$ cat config.mk
export PLATFORM = sky130hd
export DESIGN_NAME = aes_keygen_assist
export DESIGN_NICKNAME = d
export VERILOG_FILES = /design/src/rtl/aes_kga_pkg.sv /design/src/rtl/aes_kga_sbox.sv /design/src/rtl/aes_kga_ctrl.sv /design/src/rtl/aes_kga_datapath.sv /design/src/rtl/aes_keygen_assist.sv
export SDC_FILE = /design/constraint.sdc
export NUM_CORES = 2
export LEC_CHECK = 0
export ABC_AREA = 1
export ABC_CLOCK_PERIOD_IN_PS = 2140
export BUFFER_PORTS_ARGS = -buffer_cell sky130_fd_sc_hd__buf_2
export CELL_PAD_IN_SITES_DETAIL_PLACEMENT = 0
export CELL_PAD_IN_SITES_GLOBAL_PLACEMENT = 2
export CORE_ASPECT_RATIO = 0.8
export CORE_MARGIN = 2
export CORE_UTILIZATION = 23
export CTS_CLUSTER_SIZE = 16
export DETAILED_ROUTE_END_ITERATION = 7
export PLACE_DENSITY_LB_ADDON = 0.15
export RECOVER_POWER = 25
export SLEW_MARGIN = 10
export SYNTH_ARGS = -nofsm -noshare
export SYNTH_HDL_FRONTEND = slang
export SYNTH_HIERARCHICAL = 1
export SYNTH_SLANG_ARGS = --single-unit
export TNS_END_PERCENT = 100
$ cat constraint.sdc
create_clock -name clk -period 2.14 [get_ports clk]
set_clock_uncertainty 0.05 [all_clocks]
set_input_delay 0 -clock clk [delete_from_list [all_inputs] [get_ports clk]]
set_output_delay 0 -clock clk [all_outputs]
set_load 0.03 [all_outputs]
$ cat src/rtl/aes_kga_pkg.sv
package aes_kga_pkg;

  localparam int WORD_W  = 32;
  localparam int BYTE_W  = 8;
  localparam int NUM_SRC = 2;

  typedef struct packed {
    logic loadS1;
    logic loadS2;
  } kgaStrobes_t;

  // multiply in GF(2^8) modulo x^8+x^4+x^3+x+1
  function automatic logic [7:0] gfMul(input logic [7:0] a, input logic [7:0] b);
    logic [7:0] acc;
    logic [7:0] sh;
    acc = 8'h00;
    sh  = a;
    for (int i = 0; i < 8; i++) begin
      if (b[i]) acc = acc ^ sh;
      sh = {sh[6:0], 1'b0} ^ (sh[7] ? 8'h1B : 8'h00);
    end
    return acc;
  endfunction

  // inverse as a^254; zero maps to zero
  function automatic logic [7:0] gfInv(input logic [7:0] a);
    logic [7:0] res;
    logic [7:0] base;
    logic [7:0] ex;
    res  = 8'h01;
    base = a;
    ex   = 8'hFE;
    for (int i = 0; i < 8; i++) begin
      if (ex[i]) res = gfMul(res, base);
      base = gfMul(base, base);
    end
    return res;
  endfunction

  function automatic logic [7:0] rotl8(input logic [7:0] v, input int n);
    logic [15:0] d;
    d = {v, v} << n;
    return d[15:8];
  endfunction

  function automatic logic [7:0] sboxCalc(input logic [7:0] b);
    logic [7:0] q;
    q = gfInv(b);
    return q ^ rotl8(q, 1) ^ rotl8(q, 2) ^ rotl8(q, 3) ^ rotl8(q, 4) ^ 8'h63;
  endfunction

  function automatic logic [255:0][7:0] sboxTable();
    logic [255:0][7:0] t;
    for (int i = 0; i < 256; i++) t[i] = sboxCalc(8'(i));
    return t;
  endfunction

endpackage

$ cat src/rtl/aes_kga_sbox.sv
module aes_kga_sbox
  import aes_kga_pkg::*;
#(
  parameter int SBOX_STYLE = 0  // 0: constant table, 1: inversion logic
) (
  input  logic [7:0] byteIn,
  output logic [7:0] byteOut
);

  generate
    if (SBOX_STYLE == 0) begin : gTable
      localparam logic [255:0][7:0] SBOX_ROM = sboxTable();
      always_comb byteOut = SBOX_ROM[byteIn];
    end else begin : gLogic
      always_comb byteOut = sboxCalc(byteIn);
    end
  endgenerate

endmodule

$ cat src/rtl/aes_kga_ctrl.sv
module aes_kga_ctrl
  import aes_kga_pkg::*;
(
  input  logic        clk,
  input  logic        rst_n,
  input  logic        inValid,
  input  logic        outReady,
  output logic        inReady,
  output logic        outValid,
  output kgaStrobes_t strobes
);

  logic s1Valid;
  logic s2Valid;
  logic advance;

  always_comb begin
    advance        = !s2Valid || outReady;
    inReady        = advance;
    outValid       = s2Valid;
    strobes.loadS1 = advance && inValid;
    strobes.loadS2 = advance && s1Valid;
  end

  always_ff @(posedge clk) begin
    if (!rst_n) begin
      s1Valid <= 1'b0;
      s2Valid <= 1'b0;
    end else if (advance) begin
      s1Valid <= inValid;
      s2Valid <= s1Valid;
    end
  end

endmodule

$ cat src/rtl/aes_kga_datapath.sv
module aes_kga_datapath
  import aes_kga_pkg::*;
#(
  parameter int SBOX_STYLE = 0
) (
  input  logic                   clk,
  input  logic                   rst_n,
  input  kgaStrobes_t            strobes,
  input  logic [4*WORD_W-1:0]    srcIn,
  input  logic [BYTE_W-1:0]      rconIn,
  output logic [4*WORD_W-1:0]    resOut
);

  localparam int BYTES = WORD_W / BYTE_W;

  // stage 1: selected source words and constant
  logic [NUM_SRC-1:0][WORD_W-1:0] srcQ;
  logic [BYTE_W-1:0]              rconQ;
  logic [NUM_SRC-1:0][WORD_W-1:0] subW;
  logic [NUM_SRC-1:0][WORD_W-1:0] rotW;
  logic [4*WORD_W-1:0]            resD;
  logic [4*WORD_W-1:0]            resQ;

  always_ff @(posedge clk) begin
    if (!rst_n) begin
      srcQ  <= '0;
      rconQ <= '0;
    end else if (strobes.loadS1) begin
      srcQ[0] <= srcIn[2*WORD_W-1:WORD_W];
      srcQ[1] <= srcIn[4*WORD_W-1:3*WORD_W];
      rconQ   <= rconIn;
    end
  end

  genvar w, b;
  generate
    for (w = 0; w < NUM_SRC; w++) begin : gWord
      for (b = 0; b < BYTES; b++) begin : gByte
        aes_kga_sbox #(.SBOX_STYLE(SBOX_STYLE)) uSbox (
          .byteIn (srcQ[w][b*BYTE_W +: BYTE_W]),
          .byteOut(subW[w][b*BYTE_W +: BYTE_W])
        );
      end
      always_comb begin
        rotW[w] = {subW[w][BYTE_W-1:0], subW[w][WORD_W-1:BYTE_W]}
                  ^ {{(WORD_W-BYTE_W){1'b0}}, rconQ};
        resD[(2*w)*WORD_W   +: WORD_W] = subW[w];
        resD[(2*w+1)*WORD_W +: WORD_W] = rotW[w];
      end
    end
  endgenerate

  // stage 2: result register
  always_ff @(posedge clk) begin
    if (!rst_n)              resQ <= '0;
    else if (strobes.loadS2) resQ <= resD;
  end

  assign resOut = resQ;

endmodule

$ cat src/rtl/aes_keygen_assist.sv
module aes_keygen_assist
  import aes_kga_pkg::*;
#(
  parameter int SBOX_STYLE = 0
) (
  input  logic         clk,
  input  logic         rst_n,
  input  logic         in_valid,
  output logic         in_ready,
  input  logic [127:0] in_src,
  input  logic [7:0]   in_rcon,
  output logic         out_valid,
  input  logic         out_ready,
  output logic [127:0] out_data
);

  kgaStrobes_t strobes;

  aes_kga_ctrl uCtrl (
    .clk      (clk),
    .rst_n    (rst_n),
    .inValid  (in_valid),
    .outReady (out_ready),
    .inReady  (in_ready),
    .outValid (out_valid),
    .strobes  (strobes)
  );

  aes_kga_datapath #(.SBOX_STYLE(SBOX_STYLE)) uData (
    .clk     (clk),
    .rst_n   (rst_n),
    .strobes (strobes),
    .srcIn   (in_src),
    .rconIn  (in_rcon),
    .resOut  (out_data)
  );

endmodule

==> metrics.yaml <==
clock_tree:
  cts_root_buf: "clkbuf_16"
  clk_pin_slew_ns: 0.10
  numCtsBuffers: 17
  cts_tree: "built"
  clock-sinks: 154
  clk-insertion-delay-late_ns: 0.58
  htree_levels: 4
  cts_buffer_depth: 2
synth:
  synth_common_cells: "1949 x nand2_1, 1503 x nand3_1, 606 x nor2_1"
  ys_ff_latch: 154
  synth.most_common_cell: "nand2_1"
  syn_avg_cell_area_um2: 5.13
  synthCells: 5944
  synth.area.top_cells: "nand3_1 25%, nand2_1 24%, dfxtp_1 10%"
  synth_ff_type: "dfxtp_1"
  syn_area_um2: 30500
  syn_nets: 6204
  yosysUniqueCellTypes: 36
  post-synth-top-area-cell: "nand3_1"
  synth-async-reset-ratio_pct: 0
  synth_top_area_share_pct: 24.7
  yosysWarnings: 6
  synth-seq-area-share_pct: 10.1
  synth_edf_count: 0
hold_path:
  hold_end: "uData/srcQ[36]$_SDFFE_PN0P_"
  min_path_cells: 4
  hold_path.startpoint: "in_src[100]"
  hold_path_class: "in2reg"
setup_path:
  crit_buf_inv: 5
  worstPathRequired_ns: 2.51
  reg2reg_depth: 15
  slowest_stage: "dfxtp_2"
  path_cells: "clkinvlp_4, buf_4, ha_4, buf_4, nand2_8, nor2_1, a31oi_2, nand2_1, nand2_2, nand3_1, nand3_1, nand2_2, inv_1, buf_4, a21oi_1"
  regToRegStartpoint: "uData/srcQ[8]$_SDFFE_PN0P_"
  r2r_slack_ns: -0.24
  setup.worst_path.end_class: "register"
  start_kind: "register"
  crit_top_cell: "buf_4"
  critPathMaxFanout: 6
  crit_family: "simple AND/OR/NAND/NOR gates"
  r2r_end: "uData/resOut[11]$_SDFFE_PN0P_"
  crit_path_max_incr_delay_ns: 0.36
  crit_arrival_ns: 2.75
  worst-setup-path-type: "reg2reg"
grt:
  grt_max_degree: 81
  first_global_vias: 43400
  groute.usage.overall_pct: 29.5
  antenna_found_initial: 2
  grt_pass1_wl_um: 300000
  grt-ovfl-total: 0
routing:
  num_vias: 46200
  wl_per_cell_um: 23.8
  routed.top_layer: "met4"
  drt.antenna.violating_nets: 0
  viasPerCell: 5.30
  met1_length_um: 98100
  first_pass_iters: 6
  met2_length_um: 85900
  dr_wl_met3_um: 18300
  drc: 0
  postRouteWirelength_um: 208000
  drtIter0Drc: 5693
sta:
  setup_violations: 23
  hold_viol: 0
  rsz0062_at_grt: "true"
  clock.fmax_mhz: 419
  finalWorstSetupSlack_ns: -0.244
  worst_pin_slew_ns: 0.704
  worst_hold_slack_ns: 0.112
  finalCritPeriodShare_pct: 111
  fin_crit_ns: 2.38
  maxSlewHeadroom_pct: 53.0
  final_max_slew_viol_count: 0
placed_design:
  port_buffers: 205
  hpwlAfterDp_um: 159000
  gp_congestion: 0.987
  dpl_cell_area_um2: 40400
floorplanning:
  ios: 270
  die_y_um: 330
  dieArea_um2: 135000
  core-area_um2: 132000
  initial_utilization_pct: 23.2
  die_width_um: 411
  std_cell_rows: 119
cells_and_area:
  nNetsFinal: 7212
  drive_gt1_share_pct: 33.8
  fin_area_um2: 46300
  fillCellCount: 15000
  synthToLayoutAreaGrowth_pct: 52.1
power:
  switching_share_pct: 53.6
  combPwrFrac_pct: 69.9
  p_int_w: 0.0108
  clockPowerShare_pct: 15.4
  p_leak_nw: 23.0
  p_per_area_nw_per_um2: 502
  p_total_w: 0.0233
  p_switching_w: 0.0125
  ir_drop_v: 0.000782
  p_seq_share_pct: 14.7
run_status:
  status: "complete, but fails checks"
  violations: "negative setup slack"
run:
  cap_viol_max_count: 0
-- worst max-delay path by stage --
stage	to	startpoint	cells past startpoint	slack, ns
floorplan	uData/resOut[39]$_SDFFE_PN0P_	uData/srcQ[8]$_SDFFE_PN0P_	18	0.002
global placement	uData/resOut[33]$_SDFFE_PN0P_	uData/srcQ[9]$_SDFFE_PN0P_	18	-0.45
detailed placement	uData/resOut[33]$_SDFFE_PN0P_	uData/srcQ[9]$_SDFFE_PN0P_	18	-0.42
CTS	uData/resOut[13]$_SDFFE_PN0P_	uData/srcQ[8]$_SDFFE_PN0P_	14	-0.22
global route	uData/resOut[36]$_SDFFE_PN0P_	uData/srcQ[8]$_SDFFE_PN0P_	18	-0.39
finish	uData/resOut[11]$_SDFFE_PN0P_	uData/srcQ[8]$_SDFFE_PN0P_	15	-0.24
-- repair_timing --
action                                  in CTS  in global routing
setup buffers                               21                 41
resized for setup                          381                787
pin swaps                                   66                270
endpoints found under the setup margin      79                 83
hold buffers                                80                  0
hold endpoints to repair                    88                  0
cloned                                       0                  2
-- registers in the layout, indices dropped and copies added (netlist names) --
register        flops
uData/rconQ         8
uCtrl/outValid      1
uData/resOut       80
uData/srcQ         64
uCtrl/s1Valid       1
-- per-stage QoR --
step / setup slack, ns / TNS [ns] / cells / util, %
6_report: -0.244 / -3.26 / 8721 / 35.2
3_5_place_dp: -0.423 / -10.63 / 8550 / 30.7
3_3_place_gp: -0.447 / -12.83 / 8550 / 30.7
2_1_floorplan: 0.00208 / 0 / 5944 / -
4_1_cts: -0.218 / -2.87 / 8682 / 32.9
5_1_grt: -0.392 / -7.27 / 8719 / 35.2
-- cells in the final DEF, fill, tap and decap left out, types with 11 or more instances in the layout --
cell           count
o211ai_1          26
nand2_8           13
clkbuf_1          54
inv_1            205
buf_2            150
nor2_1           509
a21oi_2           35
buf_6             87
inv_2             69
dfxtp_2           30
buf_4            965
nor3_1            11
nand2_2          288
dlygate4sd3_1     80
o21ai_2           17
clkbuf_16         19
nand4_1           59
nor2_2           102
nor2_4            45
ha_1              62
nand2_1         1659
a21oi_1          188
o21ai_1           72
dfxtp_4           11
nand3_4           14
inv_4             23
nand3_1         1304
nand3_2          185
nand2_4           84
o21ai_0          234
buf_12            93
dfxtp_1          113
ha_2              18
inv_6             16
ha_4              40
-- kinds of logic (layout without fill, tap and decap cells) --
logic type      count (synthesis)  count (layout)  synth area share [%]
simple gates                 4303            4303                  61.9
flops                         154             154                  10.1
fa+ha+maj                     120             120                  4.93
compound gates                597             597                  10.3
buf+inv                       770            1791                  12.8
other cells                     0               2                     0
-- final cells by class --
class,count,area (um2),area share [%]
multi-input cells,5020,27000,58.3
repair buffers,1440,12000,25.9
flip-flops and latches,154,3160,6.82
well taps,1754,2190,4.74
inverters,319,1330,2.88
clock buffers,17,425,0.918
clock inverters,15,178,0.383
diodes,2,5.00,0.0108
-- worst min-delay path: cells and delay by family --
| kind | cells | cell delay [ns] |
|---|---|---|
| AND/OR/NAND/NOR | 2 | 0.12 |
| buffers and inverters | 2 | 0.60 |
-- power by group through the flow --
stage | clock network [W] | logic [W] | registers, W
finish | 0.00358 | 0.0163 | 0.00342
CTS | 0.00380 | 0.0148 | 0.00341
floorplan | 0 | 0.00749 | 0.00360
detailed placement | 0 | 0.0142 | 0.00347
global placement | 0 | 0.0145 | 0.00347
global route | 0.00390 | 0.0174 | 0.00346
-- routing by layer --
metal	track usage, %	up-vias
met3	5.80	334
met1	43.7	22000
li1	-	21600
met2	43.0	2286
met4	7.50	0
met5	0	-
(Power assumes the default switching activity.)
